--- src/rtl/tc_pkg.sv ---
package tc_pkg;
    localparam int NUM_DIG = 5;
    localparam int FIELD_W = 8;
    localparam int TOP_W   = 7;
    localparam int ADDR_W  = 9;
    localparam int DIG_IW  = $clog2(NUM_DIG);
    localparam int POS_W   = $clog2(FIELD_W);

    typedef logic [FIELD_W-1:0] field_t;
    typedef field_t [NUM_DIG-1:0] digits_t;

    typedef enum logic [1:0] {OP_NONE, OP_DEC, OP_ERS, OP_CMB} op_e;

    typedef struct packed {
        logic              valid;
        logic [DIG_IW-1:0] dig;
        logic [POS_W-1:0]  pos;
    } sel_t;

    function automatic int field_width(int d);
        return (d == NUM_DIG-1) ? TOP_W : FIELD_W;
    endfunction

    // top digit is read first; lower digits follow at rising addresses
    function automatic int field_start(int base, int d);
        return (d == NUM_DIG-1) ? base : base + TOP_W + (NUM_DIG-2-d)*FIELD_W;
    endfunction

    function automatic field_t full_field(int d);
        field_t f;
        f = '0;
        for (int k = 0; k < FIELD_W; k++)
            if (k < field_width(d)) f[k] = 1'b1;
        return f;
    endfunction

    function automatic digits_t reset_digits();
        digits_t r;
        for (int d = 0; d < NUM_DIG; d++) r[d] = full_field(d);
        return r;
    endfunction
endpackage

--- src/rtl/tc_addr_dec.sv ---
module tc_addr_dec
    import tc_pkg::*;
#(
    parameter int BASE_ADDR = 65
) (
    input  logic [ADDR_W-1:0] addr,
    output sel_t              sel
);
    always_comb begin
        sel = '0;
        for (int d = 0; d < NUM_DIG; d++) begin
            if (int'(addr) >= field_start(BASE_ADDR, d) &&
                int'(addr) <  field_start(BASE_ADDR, d) + field_width(d)) begin
                sel.valid = 1'b1;
                sel.dig   = DIG_IW'(d);
                sel.pos   = POS_W'(int'(addr) - field_start(BASE_ADDR, d));
            end
        end
    end
endmodule

--- src/rtl/tc_ops.sv ---
module tc_ops
    import tc_pkg::*;
(
    input  digits_t digits,
    input  sel_t    sel,
    input  logic    dec_i,
    input  logic    ers_i,
    input  logic    cmb_i,
    input  logic    last_dec_ok,
    input  logic    pending,
    output op_e     op,
    output logic    allow,
    output logic    reject,
    output digits_t nxt
);
    logic [1:0] n_req;
    field_t     cur;
    logic       cur_nonzero;
    logic       not_lowest;

    always_comb begin
        n_req = {1'b0, dec_i} + {1'b0, ers_i} + {1'b0, cmb_i};
        op    = OP_NONE;
        if (n_req == 2'd1)
            op = dec_i ? OP_DEC : (ers_i ? OP_ERS : OP_CMB);

        cur = '0;
        for (int d = 0; d < NUM_DIG; d++)
            if (sel.dig == DIG_IW'(d)) cur = digits[d];
        cur_nonzero = cur[0];
        not_lowest  = (sel.dig != '0);

        unique case (op)
            OP_DEC:  allow = sel.valid & cur_nonzero & ~pending;
            OP_ERS:  allow = sel.valid & not_lowest & last_dec_ok & ~pending;
            OP_CMB:  allow = sel.valid & cur_nonzero & not_lowest & ~pending;
            default: allow = 1'b0;
        endcase
        reject = (n_req != 2'd0) & ~allow;

        nxt = digits;
        for (int d = 0; d < NUM_DIG; d++)
            if (sel.dig == DIG_IW'(d) && op != OP_ERS)
                nxt[d] = digits[d] >> 1;
        for (int d = 0; d < NUM_DIG-1; d++)
            if (sel.dig == DIG_IW'(d+1) && op != OP_DEC)
                nxt[d] = full_field(d);
    end
endmodule

--- src/rtl/tc_commit.sv ---
module tc_commit
    import tc_pkg::*;
(
    input  logic    clk,
    input  logic    rst,
    input  logic    load,
    input  digits_t load_data,
    input  logic    done_i,
    input  logic    abort_i,
    output logic    pending,
    output logic    commit_now,
    output digits_t stage
);
    assign commit_now = pending & done_i & ~abort_i;

    always_ff @(posedge clk) begin
        if (rst) begin
            pending <= 1'b0;
            stage   <= '0;
        end else if (commit_now || (pending && abort_i)) begin
            pending <= 1'b0;
        end else if (load) begin
            pending <= 1'b1;
            stage   <= load_data;
        end
    end
endmodule

--- src/rtl/token_ctr.sv ---
module token_ctr
    import tc_pkg::*;
#(
    parameter int BASE_ADDR = 65
) (
    input  logic              clk,
    input  logic              rst,
    input  logic [ADDR_W-1:0] bit_addr,
    input  logic              dec_req,
    input  logic              ers_req,
    input  logic              cmb_req,
    input  logic              cmb_done,
    input  logic              cmb_abort,
    output logic              rd_bit,
    output logic              dig_zero,
    output logic              rejected,
    output logic              commit_pending
);
    digits_t digits_q;
    digits_t nxt;
    digits_t stage;
    sel_t    sel;
    op_e     op;
    logic    allow;
    logic    reject;
    logic    commit_now;
    logic    last_dec_ok;

    tc_addr_dec #(.BASE_ADDR(BASE_ADDR)) u_dec (
        .addr (bit_addr),
        .sel  (sel)
    );

    tc_ops u_ops (
        .digits      (digits_q),
        .sel         (sel),
        .dec_i       (dec_req),
        .ers_i       (ers_req),
        .cmb_i       (cmb_req),
        .last_dec_ok (last_dec_ok),
        .pending     (commit_pending),
        .op          (op),
        .allow       (allow),
        .reject      (reject),
        .nxt         (nxt)
    );

    tc_commit u_commit (
        .clk        (clk),
        .rst        (rst),
        .load       (allow && op == OP_CMB),
        .load_data  (nxt),
        .done_i     (cmb_done),
        .abort_i    (cmb_abort),
        .pending    (commit_pending),
        .commit_now (commit_now),
        .stage      (stage)
    );

    always_ff @(posedge clk) begin
        if (rst) begin
            digits_q    <= reset_digits();
            last_dec_ok <= 1'b0;
            rejected    <= 1'b0;
        end else begin
            rejected <= reject;
            if (commit_now)
                digits_q <= stage;
            else if (allow && op != OP_CMB)
                digits_q <= nxt;
            if (op != OP_NONE || reject)
                last_dec_ok <= allow && (op == OP_DEC);
            else if (commit_now)
                last_dec_ok <= 1'b0;
        end
    end

    always_comb begin
        rd_bit   = 1'b0;
        dig_zero = 1'b0;
        for (int d = 0; d < NUM_DIG; d++) begin
            if (sel.valid && sel.dig == DIG_IW'(d)) begin
                rd_bit   = digits_q[d][sel.pos];
                dig_zero = ~digits_q[d][0];
            end
        end
    end
endmodule

--- config.mk ---
export PLATFORM = sky130hd
export DESIGN_NAME = token_ctr
export DESIGN_NICKNAME = d
export VERILOG_FILES = /design/src/rtl/tc_pkg.sv /design/src/rtl/tc_addr_dec.sv /design/src/rtl/tc_ops.sv /design/src/rtl/tc_commit.sv /design/src/rtl/token_ctr.sv
export SDC_FILE = /design/constraint.sdc
export NUM_CORES = 1
export LEC_CHECK = 0
export ABC_CLOCK_PERIOD_IN_PS = 4100
export BUFFER_PORTS_ARGS = -buffer_cell sky130_fd_sc_hd__clkbuf_2
export CAP_MARGIN = 20
export CORE_UTILIZATION = 30
export CTS_BUF_LIST = sky130_fd_sc_hd__clkbuf_4 sky130_fd_sc_hd__clkbuf_8
export CTS_CLUSTER_SIZE = 20
export DETAILED_ROUTE_END_ITERATION = 16
export SLEW_MARGIN = 20
export SYNTH_ARGS = -nofsm -noshare
export SYNTH_HDL_FRONTEND = slang
export SYNTH_SLANG_ARGS = --single-unit
export TNS_END_PERCENT = 10
--- constraint.sdc ---
create_clock -name clk -period 4.1 [get_ports clk]
set_input_delay 0.41 -clock clk [delete_from_list [all_inputs] [get_ports clk]]
set_output_delay 0.41 -clock clk [all_outputs]
set_load 0.005 [all_outputs]
==> flow_summary.yaml <==
power:
  powerDensity_nw_per_um2: 306
  leakage_nw: 2.02
  ir_drop_mv: 0.125
final_layout:
  num-fill-cells: 1656
  fin_util_pct: 34.2
  layout.cells.non_filler: 863
  multi_input_area_um2: 2850
  drive_gt1_share_pct: 10.6
  regArea_um2: 1660
  diodes: 0
  finalNetCount: 667
  syn2layout_area_growth_pct: 10.6
worst_setup_path:
  critPathCaptureType: "primary output"
  cp.arrival_ps: 3100
  path_class: "in2out"
  start_kind: "input port"
  path_max_fanout: 13
  worstPathRequired_ps: 3690
sta:
  finalCriticalPeriod_ps: 3510
  setup_viol: 0
  fmax_ghz: 0.285
  hold_viol: 0
  grt_setup_unrepaired: "no"
  max_slew.worst_pin.slew_ps: 662
  setup_ws_ps: 588
  skew_ps: 13.4
  setup_tns_ps: 0
  timing.final.crit_share_pct: 85.7
  relSlewSlack_pct: 55.8
  final_max_slew_viol_count: 0
clock_tree:
  cts_tree: "built"
  ctsResizeCount: 0
  cts_buffers: 9
  clk_latency_ps: 390
  postCtsSetupBuffers: 0
  clock-sinks: 83
  cts_hold_buffers: 0
  clk_path_buf_depth: 2
  root_buffer: "clkbuf_8"
  clkTransAtPathRegs_ps: 90
  cts_max_level: 3
global_routing:
  grt_use_total_pct: 16.4
  grt_pass1_vias: 4095
  grt_pass1_wl_mm: 21.1
  grt_overflow: 0
  grt_max_degree: 55
  antenna_found_initial: 0
logic_synthesis:
  synth-compound-area-share_pct: 17.3
  synthCells: 649
  ys_seq_area_share_pct: 35.1
  synth.area.top_cells: "dfxtp_1 (35%), nor2_1 (12%), nor3_1 (7.0%), nand2_1 (6.5%), mux2i_1 (5.5%)"
  synthSimpleGateAreaFrac_pct: 34.9
  synth_top_area_share_pct: 35.1
  async_flop_share_pct: 0
  synthAdderAreaFrac_pct: 1.22
  ys_types: 53
  synth_nets: 669
  syn_area_um2: 4730
  yosys_warnings: 0
  synth.avg_cell_area_um2: 7.29
  ys.flop_type: "dfxtp_1"
  synth_top_family_by_area: "simple AND/OR/NAND/NOR gates"
  synth_edf_count: 0
  synthMuxAreaShare_pct: 6.21
  ys_seq_elements: 83
  synth_xor_area_share_pct: 0.185
  synth_top_area_cell: "dfxtp_1"
drt:
  drt_wl_total_mm: 12.6
  routedWlPerCell_um: 14.6
  drt-initial-drc-count: 515
  drtAntennaViolNets: 0
  drc: 0
  dr.pass1.iters: 4
  via_per_inst: 5.12
  vias: 4418
placement:
  io_buffer_count: 19
  place_ws_ps: 384
  dp_cells: 847
  place.detailed.hpwl_mm: 8.23
  globalplace.congestion: 0.810
floorplanning:
  num_rows: 45
  die_w_um: 128
  die-height_um: 128
  dieArea_um2: 16300
  io_pins: 20
  start_util_pct: 30.9
  core-area_um2: 15300
min_path:
  hp-class: "in2reg"
flow_run:
  drv_cap: 0
run_status:
  status: "finished, final reports clean"
cells in the final DEF (no fill, tap or decap), drive strengths merged, types with 3 or more instances in the layout:
cell / Yosys / layout
a311oi: 4 / 4
ha: 3 / 3
inv: 7 / 8
mux2: 3 / 3
clkbuf: 31 / 30
a221oi: 6 / 6
o22ai: 9 / 9
and2: 3 / 3
or2: 3 / 3
or3b: 3 / 3
o21ai: 15 / 15
nor2: 149 / 149
dfxtp: 83 / 83
nand2: 82 / 82
a211oi: 7 / 7
a221o: 5 / 5
a31oi: 3 / 3
nand2b: 12 / 12
o211ai: 3 / 3
buf: 18 / 17
mux2i: 26 / 26
nand3: 33 / 33
nand3b: 3 / 3
nor3: 66 / 66
nor4b: 3 / 3
a21oi: 14 / 14
a211o: 28 / 28
kinds of logic after synthesis:
group,after synthesis
xor gates and xnor gates,1
adders and majority gates,4
AOI/OAI and AO/OA,106
DFF,83
buffers and inverters,56
and+or+nand+nor,370
muxes,29
where the power goes:
group / switching [mW] / leakage [nW] / total [mW] / internal [mW]
Combinational: 0.0986 / 1.25 / 0.158 / 0.0599
Sequential: 0.0113 / 0.671 / 0.828 / 0.816
Clock: 0.319 / 0.0970 / 0.618 / 0.298
Total: 0.429 / 2.02 / 1.60 / 1.17
worst paths after layout:
check	cells after the start	to	startpoint	slack, ps
setup / recovery	12	rd_bit	bit_addr[0]	590
hold / removal	3	last_dec_ok	dec_req	280
setup reg to reg	9	u_commit.stage[0]	digits_q[8]	1430
hold reg to reg	2	u_commit.stage[39]	u_commit.stage[39]	460
final cells by class:
| type | instances | area share (%) |
|---|---|---|
| timing repair buffer | 36 | 4.49 |
| tap | 211 | 5.04 |
| clock buffer | 11 | 2.65 |
| clock inverter | 5 | 1.20 |
| inverter | 7 | 0.502 |
| sequential | 83 | 31.7 |
| multi-input combinational | 510 | 54.4 |
worst max-delay path: stages:
cell	delay, ps
clkbuf_2	210
inv_1	110
ha_1	300
or3_1	410
a221oi_4	250
buf_4	280
mux2i_1	210
nor3_1	70
nor3_1	180
o311ai_0	220
a31o_1	310
clkbuf_2	120
sequential cells by signal (all words and copies together), names as in the netlist:
signal and flops:
digits_q 40, u_commit.stage 40, last_dec_ok 1, u_commit.pending 1, rejected 1
cell usage after synthesis (2+ instances only):
cell / number
a221oi_1: 4
or2_2: 2
o22ai_1: 9
inv_1: 7
ha_1: 3
a22oi_1: 2
a311oi_1: 4
o211ai_1: 3
a221o_1: 5
buf_4: 3
or3_1: 2
a31oi_1: 3
nand2b_1: 12
nor2_1: 149
nor4_1: 2
a221oi_4: 2
o21a_1: 2
a21oi_1: 14
nand2_1: 82
nor3b_1: 2
dfxtp_1: 83
clkbuf_1: 31
or3b_2: 2
o21ai_0: 15
and3_1: 2
a211oi_1: 7
nor4b_2: 2
nand3b_1: 3
nor3_1: 66
nand3_1: 33
a211o_1: 28
and2_0: 2
buf_2: 15
nand4_1: 2
mux2_2: 3
mux2i_1: 26
routing by layer:
layer  up-vias  share of wire [%]  track usage [%]
met5         -                  0                0
met4         0                1.7             6.78
met3        11                4.1             2.26
met2        78                 45             26.6
met1      2055                 49             21.9
li1       2274                  -                -
metrics by stage:
step / hold WS, ps / power (mW) / area, µm²
after CTS: 258 / 1.62 / 5230
after floorplan: 427 / 0.960 / 4730
after global placement: 445 / 1.00 / 5030
after global routing: 287 / 1.67 / 5230
after detailed placement: 446 / 1.00 / 5030
final: 278 / 1.60 / 5230
(Power assumes the default switching activity.)
